## config.mk

```make
export PLATFORM = sky130hd
export DESIGN_NAME = trace_capture_buf
export DESIGN_NICKNAME = d
export VERILOG_FILES = /design/src/rtl/trace_cap_pkg.sv /design/src/rtl/trace_sync.sv /design/src/rtl/trace_ctrl.sv /design/src/rtl/trace_store.sv /design/src/rtl/trace_capture_buf.sv
export SDC_FILE = /design/constraint.sdc
export NUM_CORES = 1
export LEC_CHECK = 0
export BUFFER_PORTS_ARGS = -buffer_cell sky130_fd_sc_hd__buf_2
export CORE_ASPECT_RATIO = 1.2
export CORE_MARGIN = 2
export CORE_UTILIZATION = 35
export DETAILED_ROUTE_END_ITERATION = 16
export GPL_ROUTABILITY_DRIVEN = 0
export PLACE_DENSITY_LB_ADDON = 0.15
export SYNTH_ARGS = -nofsm -noshare
export SYNTH_HDL_FRONTEND = slang
export SYNTH_SLANG_ARGS = --single-unit
```

## constraint.sdc

```tcl
create_clock -name clk -period 5.6 [get_ports clk]
set_clock_uncertainty 0.1 [all_clocks]
set_input_delay 0.84 -clock clk [delete_from_list [all_inputs] [get_ports clk]]
set_output_delay 0.84 -clock clk [all_outputs]
set_load 0.01 [all_outputs]
```

## src/rtl/trace_cap_pkg.sv

```systemverilog
package trace_cap_pkg;

  localparam int ADDR_W = 32;
  localparam int VF_W   = 3;
  localparam int VFLS_W = 2;
  localparam int REC_W  = 1 + VF_W + VFLS_W + ADDR_W;

  typedef struct packed {
    logic              attr;
    logic [VF_W-1:0]   vf;
    logic [VFLS_W-1:0] vfls;
    logic [ADDR_W-1:0] addr;
  } trace_rec_t;

  typedef enum logic {
    MODE_BACK   = 1'b0,
    MODE_WINDOW = 1'b1
  } cap_mode_e;

  typedef enum logic {
    ST_RUN    = 1'b0,
    ST_FROZEN = 1'b1
  } cap_state_e;

  // First slot to read: slot 0 until the store has wrapped, then the write slot.
  function automatic int unsigned oldest_slot(int unsigned wslot, logic wrapped);
    return wrapped ? wslot : 0;
  endfunction

  // Number of valid records held in the store.
  function automatic int unsigned held_count(int unsigned wslot, logic wrapped,
                                             int unsigned depth);
    return wrapped ? depth : wslot;
  endfunction

  // Slot reached by stepping forward from base, modulo depth.
  function automatic int unsigned slot_after(int unsigned base, int unsigned step,
                                             int unsigned depth);
    return (base + step) % depth;
  endfunction

endpackage

```

## src/rtl/trace_sync.sv

```systemverilog
module trace_sync #(
  parameter int STAGES = 2
) (
  input  logic clk,
  input  logic rst_n,
  input  logic async_i,
  output logic level_o,
  output logic fall_o
);

  logic [STAGES-1:0] chain;
  logic              level_prev;

  always_ff @(posedge clk) begin
    if (!rst_n) begin
      chain      <= '0;
      level_prev <= 1'b0;
    end else begin
      chain      <= {chain[STAGES-2:0], async_i};
      level_prev <= chain[STAGES-1];
    end
  end

  assign level_o = chain[STAGES-1];
  assign fall_o  = level_prev & ~chain[STAGES-1];

endmodule

```

## src/rtl/trace_ctrl.sv

```systemverilog
module trace_ctrl
  import trace_cap_pkg::*;
#(
  parameter int DEPTH = 16,
  localparam int AW = $clog2(DEPTH),
  localparam int CW = AW + 1
) (
  input  logic          clk,
  input  logic          rst_n,
  input  logic          clear_i,
  input  logic          mode_i,
  input  logic          sync_lvl_i,
  input  logic          sync_fall_i,
  input  logic          rd_en_i,
  output logic          wr_en_o,
  output logic [AW-1:0] wr_slot_o,
  output logic          rd_fire_o,
  output logic [AW-1:0] rd_slot_o,
  output logic          done_o,
  output logic          wrapped_o
);

  cap_state_e    state;
  cap_mode_e     mode_q;
  logic          seen_high;
  logic [AW-1:0] wslot;
  logic          wrapped;
  logic [CW-1:0] rd_idx;

  logic          freeze_evt;
  logic [CW-1:0] stored;
  logic [AW-1:0] first_slot;

  assign stored     = CW'(held_count(int'(wslot), wrapped, DEPTH));
  assign first_slot = AW'(oldest_slot(int'(wslot), wrapped));

  assign freeze_evt = (state == ST_RUN) && seen_high && sync_fall_i;
  assign wr_en_o    = (state == ST_RUN) && !clear_i &&
                      ((mode_q == MODE_BACK) || sync_lvl_i);
  assign rd_fire_o  = (state == ST_FROZEN) && !clear_i && rd_en_i && (rd_idx < stored);
  assign rd_slot_o  = AW'(slot_after(int'(first_slot), int'(rd_idx), DEPTH));
  assign wr_slot_o  = wslot;
  assign done_o     = (state == ST_FROZEN);
  assign wrapped_o  = wrapped;

  always_ff @(posedge clk) begin
    if (!rst_n || clear_i) begin
      state     <= ST_RUN;
      mode_q    <= cap_mode_e'(mode_i);
      seen_high <= 1'b0;
      wslot     <= '0;
      wrapped   <= 1'b0;
      rd_idx    <= '0;
    end else begin
      if (wr_en_o) begin
        wslot <= wslot + AW'(1);
        if (wslot == AW'(DEPTH - 1)) wrapped <= 1'b1;
      end
      if ((state == ST_RUN) && sync_lvl_i) seen_high <= 1'b1;
      if (freeze_evt) state <= ST_FROZEN;
      if (rd_fire_o) rd_idx <= rd_idx + CW'(1);
    end
  end

  a_r10_read_bound: assert property (@(posedge clk) disable iff (!rst_n)
    rd_idx <= stored);

  a_r5_wrap_sticky: assert property (@(posedge clk) disable iff (!rst_n)
    wrapped && !clear_i |=> wrapped);

  a_r8_done_sticky: assert property (@(posedge clk) disable iff (!rst_n)
    done_o && !clear_i |=> done_o);

  a_r8_slot_frozen: assert property (@(posedge clk) disable iff (!rst_n)
    done_o && !clear_i |=> $stable(wslot));

  a_r4_freeze_needs_high: assert property (@(posedge clk) disable iff (!rst_n)
    freeze_evt |-> seen_high && !sync_lvl_i);

endmodule

```

## src/rtl/trace_store.sv

```systemverilog
module trace_store
  import trace_cap_pkg::*;
#(
  parameter int DEPTH = 16,
  localparam int AW = $clog2(DEPTH)
) (
  input  logic          clk,
  input  logic          rst_n,
  input  logic          clear_i,
  input  logic          wr_en_i,
  input  logic [AW-1:0] wr_slot_i,
  input  trace_rec_t    wr_rec_i,
  input  logic          rd_fire_i,
  input  logic [AW-1:0] rd_slot_i,
  output trace_rec_t    rd_rec_o,
  output logic          rd_valid_o
);

  trace_rec_t mem [DEPTH];

  always_ff @(posedge clk) begin
    if (wr_en_i) mem[wr_slot_i] <= wr_rec_i;
  end

  always_ff @(posedge clk) begin
    if (!rst_n || clear_i) begin
      rd_valid_o <= 1'b0;
      rd_rec_o   <= '0;
    end else begin
      rd_valid_o <= rd_fire_i;
      if (rd_fire_i) rd_rec_o <= mem[rd_slot_i];
    end
  end

endmodule

```

## src/rtl/trace_capture_buf.sv

```systemverilog
module trace_capture_buf
  import trace_cap_pkg::*;
#(
  parameter int DEPTH = 16,
  parameter int SYNC_STAGES = 2,
  localparam int AW = $clog2(DEPTH)
) (
  input  logic              clk,
  input  logic              rst_n,
  input  logic              mode_i,
  input  logic              clear_i,
  input  logic              sync_i,
  input  logic [VF_W-1:0]   vf_i,
  input  logic [VFLS_W-1:0] vfls_i,
  input  logic [ADDR_W-1:0] addr_i,
  input  logic              trace_attr_i,
  input  logic              rd_en_i,
  output logic [REC_W-1:0]  rd_data_o,
  output logic              rd_valid_o,
  output logic              done_o,
  output logic              wrapped_o
);

  if ((DEPTH < 2) || ((DEPTH & (DEPTH - 1)) != 0)) begin : g_depth_check
    $error("trace_capture_buf: DEPTH must be a power of two");
  end

  logic          sync_lvl;
  logic          sync_fall;
  logic          wr_en;
  logic [AW-1:0] wr_slot;
  logic          rd_fire;
  logic [AW-1:0] rd_slot;
  trace_rec_t    wr_rec;
  trace_rec_t    rd_rec;

  always_comb begin
    wr_rec.attr = trace_attr_i;
    wr_rec.vf   = vf_i;
    wr_rec.vfls = vfls_i;
    wr_rec.addr = trace_attr_i ? addr_i : '0;
  end

  trace_sync #(.STAGES(SYNC_STAGES)) u_sync (
    .clk     (clk),
    .rst_n   (rst_n),
    .async_i (sync_i),
    .level_o (sync_lvl),
    .fall_o  (sync_fall)
  );

  trace_ctrl #(.DEPTH(DEPTH)) u_ctrl (
    .clk         (clk),
    .rst_n       (rst_n),
    .clear_i     (clear_i),
    .mode_i      (mode_i),
    .sync_lvl_i  (sync_lvl),
    .sync_fall_i (sync_fall),
    .rd_en_i     (rd_en_i),
    .wr_en_o     (wr_en),
    .wr_slot_o   (wr_slot),
    .rd_fire_o   (rd_fire),
    .rd_slot_o   (rd_slot),
    .done_o      (done_o),
    .wrapped_o   (wrapped_o)
  );

  trace_store #(.DEPTH(DEPTH)) u_store (
    .clk        (clk),
    .rst_n      (rst_n),
    .clear_i    (clear_i),
    .wr_en_i    (wr_en),
    .wr_slot_i  (wr_slot),
    .wr_rec_i   (wr_rec),
    .rd_fire_i  (rd_fire),
    .rd_slot_i  (rd_slot),
    .rd_rec_o   (rd_rec),
    .rd_valid_o (rd_valid_o)
  );

  assign rd_data_o = rd_rec;

  a_r2_blank_addr: assert property (@(posedge clk) disable iff (!rst_n)
    rd_valid_o && !rd_data_o[REC_W-1] |-> rd_data_o[ADDR_W-1:0] == '0);

  a_r10_valid_needs_request: assert property (@(posedge clk) disable iff (!rst_n)
    rd_valid_o |-> $past(rd_en_i) && $past(done_o));

  a_r11_clear_rearms: assert property (@(posedge clk) disable iff (!rst_n)
    clear_i |=> !done_o && !wrapped_o && !rd_valid_o);

  a_r8_wrap_frozen: assert property (@(posedge clk) disable iff (!rst_n)
    done_o && !clear_i |=> $stable(wrapped_o));

endmodule

```

==> summary.md <==
| Metric | Value |
|---|---|
| Insertion delay to the later sink of the worst-skew pair | `roughly 0.6 ns` |
| Portion of the post-synthesis area used by sequential elements | `0.761` |
| Synth unique cells | `39` |
| Via total after detailed routing | `11,800` |
| Number of slew-limit violations in the final report | `0` |
| Placed wire-length estimate | `32,400 um` |
| Overall track demand over capacity in global routing | `0.162` |
| Nets | `1,355` |
| Vias in the first global route | `12,800` |
| Count of TritonRoute iterations in the first routing pass | `5` |
| Cell chain of the critical path | `inv_1 -> nor2_1 -> ha_4 -> fa_4 -> buf_12 -> mux4_2 -> mux2i_1 -> nor3_1 -> a221o_1` |
| Final critical delay including setup and external delays | `approximately 3.7 ns` |
| Max frequency | `0.272 GHz` |
| Mean cell area of the mapped netlist | `~22 sq um` |
| Kind of end point of the critical path | `flop` |
| Buffers inserted by post-CTS timing repair | `0` |
| Most common flop cell mapped by yosys | `edfxtp_1` |
| Remaining routing DRC violations | `0` |
| Crit path largest cell delay | `between 0.8 and 0.9 ns` |
| Antenna Diode Count | `0` |
| Antenna violations before repair | `1` |
| Proportion of layout cells with a drive suffix above 1 | `0.323` |
| Crit path arrival time | `slightly above 4 ns` |
| Placeable Area | `0.0722 sq mm` |
| Worst min-delay path class | `in -> reg` |
| Area of the mapped netlist | `0.0254 sq mm` |
| Hold_buf cts | `0` |
| Result of the run | `finished, final reports clean` |
| Number of nets in the synthesized netlist | `1,222` |
| Number of cells produced by synthesis | `between 1,000 and 1,500` |
| Leakage power of the design | `between 9 and 10 nW` |
| Async set-or-reset flop fraction in the synthesized netlist | `0` |
| H-tree depth reported by CTS | `3` |
| First-pass GRT wire length | `87,700 um` |
| Power per Cell Area | `between 300 and 400 mW/mm^2` |
| Type of the worst setup path | `reg -> reg` |
| Largest driver fanout on the critical path | `98` |
| Setup repair after global routing missed its margin | `no` |
| Max_cap viols | `0` |
| Slack of the worst reg-to-reg path | `~1.9 ns` |
| Actual transition at the worst max-transition pin | `0.854 ns` |
| Worst reg2reg endpoint | `u_store.rd_rec_o[2]$_SDFFE_PP0P_` |
| Endpoint, Worst Hold | `u_ctrl.mode_q$_DFFE_PP_` |
| Clock sink count | `663` |
| Slew Limit Headroom | `0.427` |
| Effective utilization at floorplan | `0.352` |
| Post-CTS resize count | `0` |
| Least setup slack across all paths after layout | `around 1.9 ns` |
| CP startpoint kind | `flop` |
| Pin count of the biggest net entering global routing | `99` |
| Total placed instance area | `between 0.02 and 0.03 sq mm` |
| Seq cells post-synth | `663` |
| Top-level port count | `85` |
| Worst path required time | `5.96 ns` |
| Worst vdd ir | `193 uV` |
| Final hold violation count | `0` |
| Post-placement setup slack | `1.89 ns` |
| Root Buffer Master | `clkbuf_16` |
| Cells on worst reg2reg path | `9` |
| WL/cell | `26.1 um` |
| Via density per instance | `5.15` |
| CTS tree | `yes` |
| DIE HEIGHT | `roughly 300 um` |
| Remaining Overflow, GRT | `0` |
| Worst Hold Margin | `0.329 ns` |
| Reg-to-reg critical path startpoint | `u_ctrl.wrapped_o$_SDFFE_PP0P_` |
| Finished layout cell area | `0.0294 sq mm` |
| Origin of the worst min-delay path | `mode_i` |
| Post-route core utilization | `0.408` |
| Cell type of the slowest stage on the worst timing path | `fa_4` |
| Synthesis Warnings | `0` |
| Wirelength, routed | `59,700 um` |
| DRC marker count from the first detailed-route iteration | `797` |
| Die Outline Area | `approximately 0.075 sq mm` |
| Finish-stage setup viols | `0` |
| Number of buffer cells added on primary ports | `84` |
| Share of the clock period used by the worst path after layout | `0.657` |
| Die extent in x | `250 um` |
| EDFF count, synth | `a little over 600` |
| Buffers from clock root to sink, at most | `3` |
| Total Neg Setup Slack | `0 ns` |
| P&R area growth vs syn | `15.6%` |
| Number of instances on the worst hold path | `1` |
| Num CTS Buffers | `69` |
| Number of placement rows | `108` |
| CTS clk-pin slew, worst paths | `approximately 0.060 ns` |
| Post-DRT Antenna Nets | `0` |
[Yosys cell counts (2+ instances only)]
| master | count | share of area |
|---|---|---|
| mux2i_1 | 43 | 0.017 |
| nand3_1 | 2 | 0.00039 |
| buf_2 | 28 | 0.0055 |
| nand2b_1 | 3 | 0.00074 |
| dfxtp_1 | 54 | 0.043 |
| mux2_2 | 36 | 0.016 |
| nor2_1 | 26 | 0.0038 |
| nand2_1 | 13 | 0.0019 |
| buf_6 | 6 | 0.0027 |
| ha_1 | 12 | 0.0059 |
| edfxtp_1 | 609 | 0.72 |
| xnor2_1 | 6 | 0.0021 |
| mux4_2 | 152 | 0.13 |
| a22o_1 | 2 | 0.00069 |
| inv_1 | 5 | 0.00074 |
| clkbuf_1 | 22 | 0.0032 |
| xor2_1 | 4 | 0.0014 |
| buf_12 | 4 | 0.0031 |
| a221o_1 | 36 | 0.014 |
| buf_1 | 2 | 0.00030 |
| buf_4 | 2 | 0.00059 |
| nor3_1 | 42 | 0.0083 |
| a21oi_1 | 5 | 0.00098 |
| and2_1 | 36 | 0.0089 |
[sequential cells by signal (all words and copies together) (netlist names)]
| register | flops |
|---|---|
| u_store.rd_valid_o | 1 |
| u_ctrl.wrapped_o | 1 |
| u_sync.chain | 2 |
| u_ctrl.mode_q | 1 |
| u_ctrl.seen_high | 1 |
| u_sync.level_prev | 1 |
| u_store.rd_rec_o | 38 |
| u_store.mem | 608 |
| u_ctrl.rd_idx | 5 |
| u_ctrl.done_o | 1 |
| u_ctrl.wr_slot_o | 4 |
[per-layer routing]
metal  routed length, um  track usage  vias to the layer above
li1                    -            -                     5130
met1               25600        0.211                     6340
met5                   0            0                        -
met2               30700        0.282                      243
met4                1220       0.0473                        0
met3                2180       0.0241                       79
[worst max-delay path by stage]
stage | from | to | slack (ns) | depth (start not counted)
2_1_floorplan | clear_i | u_store.mem[3][0]$_DFFE_PP_ | 0.97 | 3
3_3_place_gp | clear_i | u_store.mem[7][21]$_DFFE_PP_ | 1.90 | 5
3_5_place_dp | clear_i | u_store.mem[7][31]$_DFFE_PP_ | 1.89 | 5
4_1_cts | u_ctrl.wrapped_o$_SDFFE_PP0P_ | u_store.rd_rec_o[2]$_SDFFE_PP0P_ | 1.88 | 9
5_1_grt | u_ctrl.wrapped_o$_SDFFE_PP0P_ | u_store.rd_rec_o[2]$_SDFFE_PP0P_ | 1.72 | 9
6_report | u_ctrl.wrapped_o$_SDFFE_PP0P_ | u_store.rd_rec_o[2]$_SDFFE_PP0P_ | 1.92 | 9
[area by class of cell]
| cell class | count | area [sq um] |
|---|---|---|
| Clock buffer | 98 | 1970 |
| Clock inverter | 29 | 264 |
| Fill cell | 6483 | 42700 |
| Inverter | 6 | 25.0 |
| Multi-Input combinational cell | 432 | 5810 |
| Sequential cell | 663 | 19400 |
| Tap cell | 935 | 1170 |
| Timing Repair Buffer | 126 | 798 |
[logic make-up after synthesis]
family	synth area share
flip-flops	0.761
multiplexers	0.167
AND/OR/NAND/NOR	0.0268
buffers and inverters	0.0164
AO/OA/AOI/OAI	0.0178
adder cells (fa/ha/maj)	0.00669
XOR/XNOR	0.00344
[critical path: cells and delay by family (launching register included)]
| kind | cells | cell delay, ns |
|---|---|---|
| AND/OR/NAND/NOR | 2 | 0.16 |
| multiplexers | 2 | 0.80 |
| AO/OA/AOI/OAI | 1 | 0.28 |
| adder cells (fa/ha/maj) | 2 | 1.00 |
| buffers and inverters | 2 | 0.74 |
| flip-flops | 1 | 0.36 |
[power by group]
part           internal [mW]  switching [mW]
sequential              5.43         0.00707
clock                   2.64            1.86
combinational         0.0522           0.128
[per-stage QoR]
step	instances	power, mW
finish	2289	10.1
global placement	2162	5.73
floorplan	1165	5.64
detailed placement	2162	5.73
CTS	2289	10.3
global route	2289	10.5
[placed cells by master, fill, tap and decap left out, drive strengths merged, types with 25 or more instances in the layout]
| cell type | instances |
|---|---|
| edfxtp | 609 |
| and2 | 37 |
| buf | 126 |
| mux2i | 43 |
| clkinv | 25 |
| mux2 | 36 |
| mux4 | 152 |
| nor3 | 43 |
| clkbuf | 98 |
| a221o | 36 |
| nor2 | 26 |
| dfxtp | 54 |
Power figures use the tool's default switching activity.
